--- src/rtl/plane_wr_pkg.sv ---
package plane_wr_pkg;

    typedef enum logic [2:0] {
        ST_IDLE,
        ST_READ,
        ST_CAPTURE,
        ST_RESPOND,
        ST_WRITE
    } ctl_state_e;

    typedef enum logic [1:0] {
        CFG_MASK       = 2'd0,
        CFG_MODE_ALL   = 2'd1,
        CFG_MODE_FIELD = 2'd2,
        CFG_RMAP       = 2'd3
    } cfg_sel_e;

    localparam logic [1:0] WMODE_LATCH_COPY = 2'd1;

endpackage

--- src/rtl/plane_cfg_regs.sv ---
module plane_cfg_regs
    import plane_wr_pkg::*;
#(
    parameter int PLANES = 4,
    parameter int DATA_W = 8,
    localparam int SEL_W = $clog2(PLANES)
) (
    input  logic              clk,
    input  logic              rst_n,
    input  logic              cfg_we,
    input  logic [1:0]        cfg_sel,
    input  logic [DATA_W-1:0] cfg_wdata,
    output logic [PLANES-1:0] plane_mask,
    output logic [DATA_W-1:0] mode_reg,
    output logic [SEL_W-1:0]  rmap_sel
);

    cfg_sel_e sel;
    assign sel = cfg_sel_e'(cfg_sel);

    always_ff @(posedge clk) begin
        if (!rst_n) begin
            plane_mask <= '1;
            mode_reg   <= '0;
            rmap_sel   <= '0;
        end else if (cfg_we) begin
            unique case (sel)
                CFG_MASK:       plane_mask    <= cfg_wdata[PLANES-1:0];
                CFG_MODE_ALL:   mode_reg      <= cfg_wdata;
                CFG_MODE_FIELD: mode_reg[1:0] <= cfg_wdata[1:0];
                CFG_RMAP:       rmap_sel      <= cfg_wdata[SEL_W-1:0];
                default: ;
            endcase
        end
    end

    // a field-only write never disturbs the upper mode bits
    assert_field_keeps_upper_R6: assert property (@(posedge clk) disable iff (!rst_n)
        (cfg_we && sel == CFG_MODE_FIELD) |=> (mode_reg[DATA_W-1:2] == $past(mode_reg[DATA_W-1:2])));

    // no config write leaves the whole mode register stable
    assert_mode_stable_R6: assert property (@(posedge clk) disable iff (!rst_n)
        !(cfg_we && (sel == CFG_MODE_ALL || sel == CFG_MODE_FIELD)) |=> $stable(mode_reg));

endmodule

--- src/rtl/plane_latch_bank.sv ---
module plane_latch_bank #(
    parameter int PLANES = 4,
    parameter int DATA_W = 8,
    localparam int SEL_W = $clog2(PLANES),
    localparam int BUS_W = PLANES * DATA_W
) (
    input  logic              clk,
    input  logic              rst_n,
    input  logic              load,
    input  logic [BUS_W-1:0]  rd_bus,
    input  logic [SEL_W-1:0]  rmap_sel,
    output logic [BUS_W-1:0]  latch_bus,
    output logic [DATA_W-1:0] sel_byte
);

    for (genvar p = 0; p < PLANES; p++) begin : g_latch
        always_ff @(posedge clk) begin
            if (!rst_n) begin
                latch_bus[p*DATA_W +: DATA_W] <= '0;
            end else if (load) begin
                latch_bus[p*DATA_W +: DATA_W] <= rd_bus[p*DATA_W +: DATA_W];
            end
        end
    end

    assign sel_byte = latch_bus[rmap_sel*DATA_W +: DATA_W];

    // a load captures every plane lane
    assert_latch_load_R4: assert property (@(posedge clk) disable iff (!rst_n)
        load |=> (latch_bus == $past(rd_bus)));

    // without a load the latches hold
    assert_latch_hold_R9: assert property (@(posedge clk) disable iff (!rst_n)
        !load |=> $stable(latch_bus));

endmodule

--- src/rtl/plane_write_mux.sv ---
module plane_write_mux
    import plane_wr_pkg::*;
#(
    parameter int PLANES = 4,
    parameter int DATA_W = 8,
    localparam int BUS_W = PLANES * DATA_W
) (
    input  logic              wr_strobe,
    input  logic [1:0]        wmode,
    input  logic [PLANES-1:0] plane_mask,
    input  logic [DATA_W-1:0] cpu_byte,
    input  logic [BUS_W-1:0]  latch_bus,
    output logic [PLANES-1:0] pl_we,
    output logic [BUS_W-1:0]  pl_wdata
);

    logic use_latch;
    assign use_latch = (wmode == WMODE_LATCH_COPY);

    for (genvar p = 0; p < PLANES; p++) begin : g_lane
        always_comb begin
            pl_we[p] = wr_strobe & plane_mask[p];
            if (use_latch) begin
                pl_wdata[p*DATA_W +: DATA_W] = latch_bus[p*DATA_W +: DATA_W];
            end else begin
                pl_wdata[p*DATA_W +: DATA_W] = cpu_byte;
            end
        end
    end

endmodule

--- src/rtl/planar_write_path.sv ---
module planar_write_path
    import plane_wr_pkg::*;
#(
    parameter int ADDR_W = 16,
    parameter int PLANES = 4,
    parameter int DATA_W = 8,
    localparam int SEL_W = $clog2(PLANES),
    localparam int BUS_W = PLANES * DATA_W
) (
    input  logic              clk,
    input  logic              rst_n,
    input  logic              cpu_req,
    input  logic              cpu_we,
    input  logic [ADDR_W-1:0] cpu_addr,
    input  logic [DATA_W-1:0] cpu_wdata,
    output logic              cpu_ready,
    output logic              cpu_done,
    output logic [DATA_W-1:0] cpu_rdata,
    input  logic              cfg_we,
    input  logic [1:0]        cfg_sel,
    input  logic [DATA_W-1:0] cfg_wdata,
    output logic [DATA_W-1:0] gfx_mode,
    output logic [PLANES-1:0] pl_en,
    output logic [PLANES-1:0] pl_we,
    output logic [ADDR_W-1:0] pl_addr,
    output logic [BUS_W-1:0]  pl_wdata,
    input  logic [BUS_W-1:0]  pl_rdata
);

    ctl_state_e state_q, state_d;
    logic [ADDR_W-1:0] addr_q;
    logic [DATA_W-1:0] wdata_q;

    logic [PLANES-1:0] plane_mask;
    logic [SEL_W-1:0]  rmap_sel;
    logic [BUS_W-1:0]  latch_bus;
    logic [DATA_W-1:0] sel_byte;
    logic              latch_load;
    logic              wr_strobe;
    logic              accept;

    assign accept = cpu_req && (state_q == ST_IDLE);

    plane_cfg_regs #(.PLANES(PLANES), .DATA_W(DATA_W)) u_cfg (
        .clk        (clk),
        .rst_n      (rst_n),
        .cfg_we     (cfg_we),
        .cfg_sel    (cfg_sel),
        .cfg_wdata  (cfg_wdata),
        .plane_mask (plane_mask),
        .mode_reg   (gfx_mode),
        .rmap_sel   (rmap_sel)
    );

    plane_latch_bank #(.PLANES(PLANES), .DATA_W(DATA_W)) u_latch (
        .clk       (clk),
        .rst_n     (rst_n),
        .load      (latch_load),
        .rd_bus    (pl_rdata),
        .rmap_sel  (rmap_sel),
        .latch_bus (latch_bus),
        .sel_byte  (sel_byte)
    );

    plane_write_mux #(.PLANES(PLANES), .DATA_W(DATA_W)) u_wmux (
        .wr_strobe  (wr_strobe),
        .wmode      (gfx_mode[1:0]),
        .plane_mask (plane_mask),
        .cpu_byte   (wdata_q),
        .latch_bus  (latch_bus),
        .pl_we      (pl_we),
        .pl_wdata   (pl_wdata)
    );

    // state register
    always_ff @(posedge clk) begin
        if (!rst_n) begin
            state_q <= ST_IDLE;
            addr_q  <= '0;
            wdata_q <= '0;
        end else begin
            state_q <= state_d;
            if (accept) begin
                addr_q  <= cpu_addr;
                wdata_q <= cpu_wdata;
            end
        end
    end

    // next state
    always_comb begin
        state_d = state_q;
        unique case (state_q)
            ST_IDLE: begin
                if (cpu_req) state_d = cpu_we ? ST_WRITE : ST_READ;
            end
            ST_READ:    state_d = ST_CAPTURE;
            ST_CAPTURE: state_d = ST_RESPOND;
            ST_RESPOND: state_d = ST_IDLE;
            ST_WRITE:   state_d = ST_IDLE;
            default:    state_d = ST_IDLE;
        endcase
    end

    // outputs
    always_comb begin
        cpu_ready  = 1'b0;
        cpu_done   = 1'b0;
        pl_en      = '0;
        latch_load = 1'b0;
        wr_strobe  = 1'b0;
        unique case (state_q)
            ST_IDLE:    cpu_ready = 1'b1;
            ST_READ:    pl_en = '1;
            ST_CAPTURE: latch_load = 1'b1;
            ST_RESPOND: cpu_done = 1'b1;
            ST_WRITE: begin
                wr_strobe = 1'b1;
                pl_en     = plane_mask;
                cpu_done  = 1'b1;
            end
            default: ;
        endcase
    end

    assign pl_addr   = addr_q;
    assign cpu_rdata = sel_byte;

    // read data valid three cycles after acceptance
    assert_read_latency_R8: assert property (@(posedge clk) disable iff (!rst_n)
        (cpu_req && cpu_ready && !cpu_we) |-> ##3 cpu_done);

    // write commits in the next cycle
    assert_write_latency_R8: assert property (@(posedge clk) disable iff (!rst_n)
        (cpu_req && cpu_ready && cpu_we) |=> (cpu_done && !cpu_ready));

    // no plane outside the mask is ever written
    assert_we_in_mask_R3: assert property (@(posedge clk) disable iff (!rst_n)
        ((pl_we & ~plane_mask) == '0));

    // completion only while busy
    assert_done_busy_R8: assert property (@(posedge clk) disable iff (!rst_n)
        cpu_done |-> !cpu_ready);

endmodule

--- config.mk ---
export PLATFORM = sky130hd
export DESIGN_NAME = planar_write_path
export DESIGN_NICKNAME = d
export VERILOG_FILES = /design/src/rtl/plane_wr_pkg.sv /design/src/rtl/plane_cfg_regs.sv /design/src/rtl/plane_latch_bank.sv /design/src/rtl/plane_write_mux.sv /design/src/rtl/planar_write_path.sv
export SDC_FILE = /design/constraint.sdc
export NUM_CORES = 1
export LEC_CHECK = 0
export ABC_AREA = 1
export BUFFER_PORTS_ARGS = -buffer_cell sky130_fd_sc_hd__buf_4
export CAP_MARGIN = 30
export CORE_UTILIZATION = 30
export DETAILED_ROUTE_END_ITERATION = 10
export SYNTH_ARGS = -nofsm -noshare
export SYNTH_HDL_FRONTEND = slang
export SYNTH_SLANG_ARGS = --single-unit
--- constraint.sdc ---
create_clock -name clk -period 1.2 [get_ports clk]
set_input_delay 0.24 -clock clk [delete_from_list [all_inputs] [get_ports clk]]
set_output_delay 0.24 -clock clk [all_outputs]
set_load 0.02 [all_outputs]
==> key figures <==
Global routing
  – Vias in the first global route: 4196
  – Initial antenna violation count: 0
  – First-pass GRT wire length: 20100 µm
  – Global route overflow: 0
  – GRT Util Overall: 0.202
  – Largest net degree at the start of global routing: 34

Finish
  – Nets: 815
  – Syn-to-layout area delta: 79.7%
  – Max reg flops: 32
  – Post-layout util: 0.551
  – Share of layout cells above drive strength 1: 0.438
  – Largest Register: u_latch.latch_bus
  – Ant diodes: 0
  – Layout Cells excl Fill: 893

Clock network
  – TritonCTS clock tree: done
  – Clock buffer depth: 2
  – CTS sink count: 73
  – CTS Buf Count: 9
  – Root buf cell: clkbuf_16
  – H-tree levels: 3
  – Clk Latency, worst-skew pair: 0.33 ns
  – Hold buffer count at cts: 0
  – CTS clk-pin slew, worst paths: 0.06 ns

Drt
  – ANT nets after route: 0
  – Residual DRC count: 0
  – Via count: 4237
  – DR iter-0 viols: 189
  – Routed length per instance: 14.6 µm
  – Vias per cell: 4.74
  – Drt pass-1 iters: 5
  – Routed wire length: 13000 µm

Floorplanning
  – Die W: 113 µm
  – Initial Util: 0.306
  – Ports: 145
  – Die ar.: 12700 µm²
  – Area of the core: 12000 µm²
  – # rows: 40
  – Die Ht: 113 µm

Min path
  – Hold crit path type: primary input to flip-flop

Synthesis
  – Mapped Area: 3670 µm²
  – Asr flop ratio synth: 0
  – Synth unique cells: 22
  – Synth area leader: dfxtp_1
  – Synth Net Count: 651
  – Largest cells by area after synthesis: dfxtp_1 40%, nand2_1 12%, nor2_1 11%, o21ai_0 11%, inv_1 10%
  – Top-area cell type share of the netlist area: 0.399
  – Top_reg_cell synth: dfxtp_1
  – Post-Syn Area per Cell: 6.35 µm²
  – Synth warn: 0
  – Post-synth EDFFs: 0
  – Count leader, synth: nand2_1
  – Synthesis-stage register bit count: 73
  – Cells after Synth: 577
  – Synth top cells by count: 121 x nand2_1, 108 x nor2_1, 99 x inv_1, 79 x o21ai_0, 73 x dfxtp_1
  – Post-synthesis sequential area ratio: 0.399

Critical path
  – Worst Path Buf+Inv: 2
  – Crit-path cells: nand2_8, buf_12, o21ai_4, buf_6
  – WS Path Type: flip-flop to primary output
  – Launch point of the worst reg-to-reg path: state_q[0]$_SDFFE_PN0P_
  – FF-to-FF End: pl_addr[4]$_SDFFE_PN0P_
  – Critical path startpoint: u_cfg.mode_reg[0]$_SDFFE_PN0P_
  – Crit-path slowest cell: dfxtp_4
  – Instance count on the critical path: 4
  – Critical Path Max Stage Delay: 0.44 ns
  – Internal reg-to-reg setup slack: -0.08 ns
  – Critical Path End Type: primary output
  – Crit path to: pl_wdata[4]
  – R2R cell count: 8
  – CP Max Fanout: 7
  – Crit path DAT: 1.34 ns
  – Top cell family by delay on the critical path: flip-flops
  – Startpoint Class: flip-flop
  – Worst Path Required: 0.96 ns

Pwr
  – Peak supply drop: 0.000620 V
  – Comb pwr share: 0.331
  – Clk pwr share: 0.336
  – Leakage: 3.15 nW
  – Internal power: 5.72 mW
  – Switch Pwr: 2.76 mW
  – Seq pwr share: 0.333
  – Sw Share: 0.326
  – PwrDens: 1290 nW/µm²

Timing
  – Setup ws final: -0.377 ns
  – Slew @ Worst Pin: 0.299 ns
  – Final Hold Viols: 0
  – Setup Skew: 0.00641 ns
  – Final setup viols: 76
  – Final worst path period need: 1.58 ns
  – Fmax: 634 MHz
  – RSZ-0062 raised after global routing: true
  – Max-slew violation count: 0
  – Fin crit share: 1.31
  – Post-Route Setup TNS: -17.46 ns
  – Rel. slew slack: 0.801
  – Hold_ws: 0.137 ns

Place
  – Final Wtd Congestion: 0.914
  – IO buf count: 144
  – Place WS: -0.141 ns
  – DP HPWL: 8330 µm
  – Placed Cells incl. Taps: 858

Run
  – Max Cap Viol: 0

Status
  – Outcome: complete, but fails checks
  – Failing checks: negative setup slack
worst min-delay path, stage by stage:
cell     delay [ns]
buf_4          0.08
o21ai_2        0.05
nor2_1         0.07
repair_timing:
action	4_1_cts	5_1_grt
cloned	8	3
setup endpoints to repair	109	109
pin swaps	19	20
resized for setup	156	98
setup buffers	6	2
stage by stage:
step / power [mW] / cell area [µm²]
after floorplan: 4.12 / 3960
after global placement: 4.96 / 5250
after detailed placement: 4.99 / 5250
after CTS: 8.28 / 6200
after global routing: 8.89 / 6590
final: 8.49 / 6590
final cells by class:
class	count	area, µm²
multi-input cells	373	2420
flip-flops and latches	73	1480
inverters	104	410
fillers	1095	5370
clock buffers	10	229
clock inverters	6	81.3
repair buffers	180	1780
well taps	147	184
placed cells by master (no fill, tap or decap), drive strengths merged:
| cell | n |
|---|---|
| nor3 | 1 |
| nand3 | 22 |
| ha | 3 |
| clkbuf | 11 |
| dfxtp | 73 |
| clkinv | 4 |
| buf | 179 |
| nand2 | 124 |
| a21oi | 6 |
| nand4 | 24 |
| inv | 104 |
| o211ai | 5 |
| bufinv | 2 |
| o21ai | 79 |
| nor2 | 109 |
layer usage:
layer | wire length (µm) | up-vias | global-route usage
met3 | 992 | 11 | 0.0589
met1 | 5640 | 1937 | 0.247
met4 | 136 | 0 | 0.0676
li1 | - | 2130 | -
met2 | 6260 | 159 | 0.338
met5 | 0 | - | 0
worst min-delay path by stage:
stage / cells past startpoint / end / startpoint / slack, ns
finish: 3 / u_latch.latch_bus[14]$_SDFFE_PN0N_ / pl_rdata[14] / 0.14
global route: 3 / u_cfg.plane_mask[3]$_SDFFE_PN1P_ / cfg_wdata[3] / 0.13
CTS: 3 / u_cfg.plane_mask[3]$_SDFFE_PN1P_ / cfg_wdata[3] / 0.13
detailed placement: 2 / u_latch.latch_bus[17]$_SDFFE_PN0N_ / u_latch.latch_bus[17]$_SDFFE_PN0N_ / 0.47
global placement: 2 / u_latch.latch_bus[16]$_SDFFE_PN0N_ / u_latch.latch_bus[16]$_SDFFE_PN0N_ / 0.46
floorplan: 2 / u_cfg.plane_mask[0]$_SDFFE_PN1P_ / cfg_wdata[0] / 0.37
logic make-up (layout without fill, tap and decap cells):
kind of cell	count (synthesis)	in the layout	share of synthesized area
AOI/OAI and AO/OA	90	90	0.126
and+or+nand+nor	275	280	0.315
DFF	73	73	0.399
adders and majority gates	3	3	0.0102
buffers and inverters	136	300	0.150
power groups by stage:
stage,Sequential [mW],Combinational [mW],Clock (mW)
finish,2.83,2.81,2.85
global route,2.86,3.02,3.02
CTS,2.81,2.58,2.89
detailed placement,2.83,2.17,0
global placement,2.82,2.14,0
floorplan,2.89,1.23,0
No activity file was read; power rests on OpenSTA's default activity.
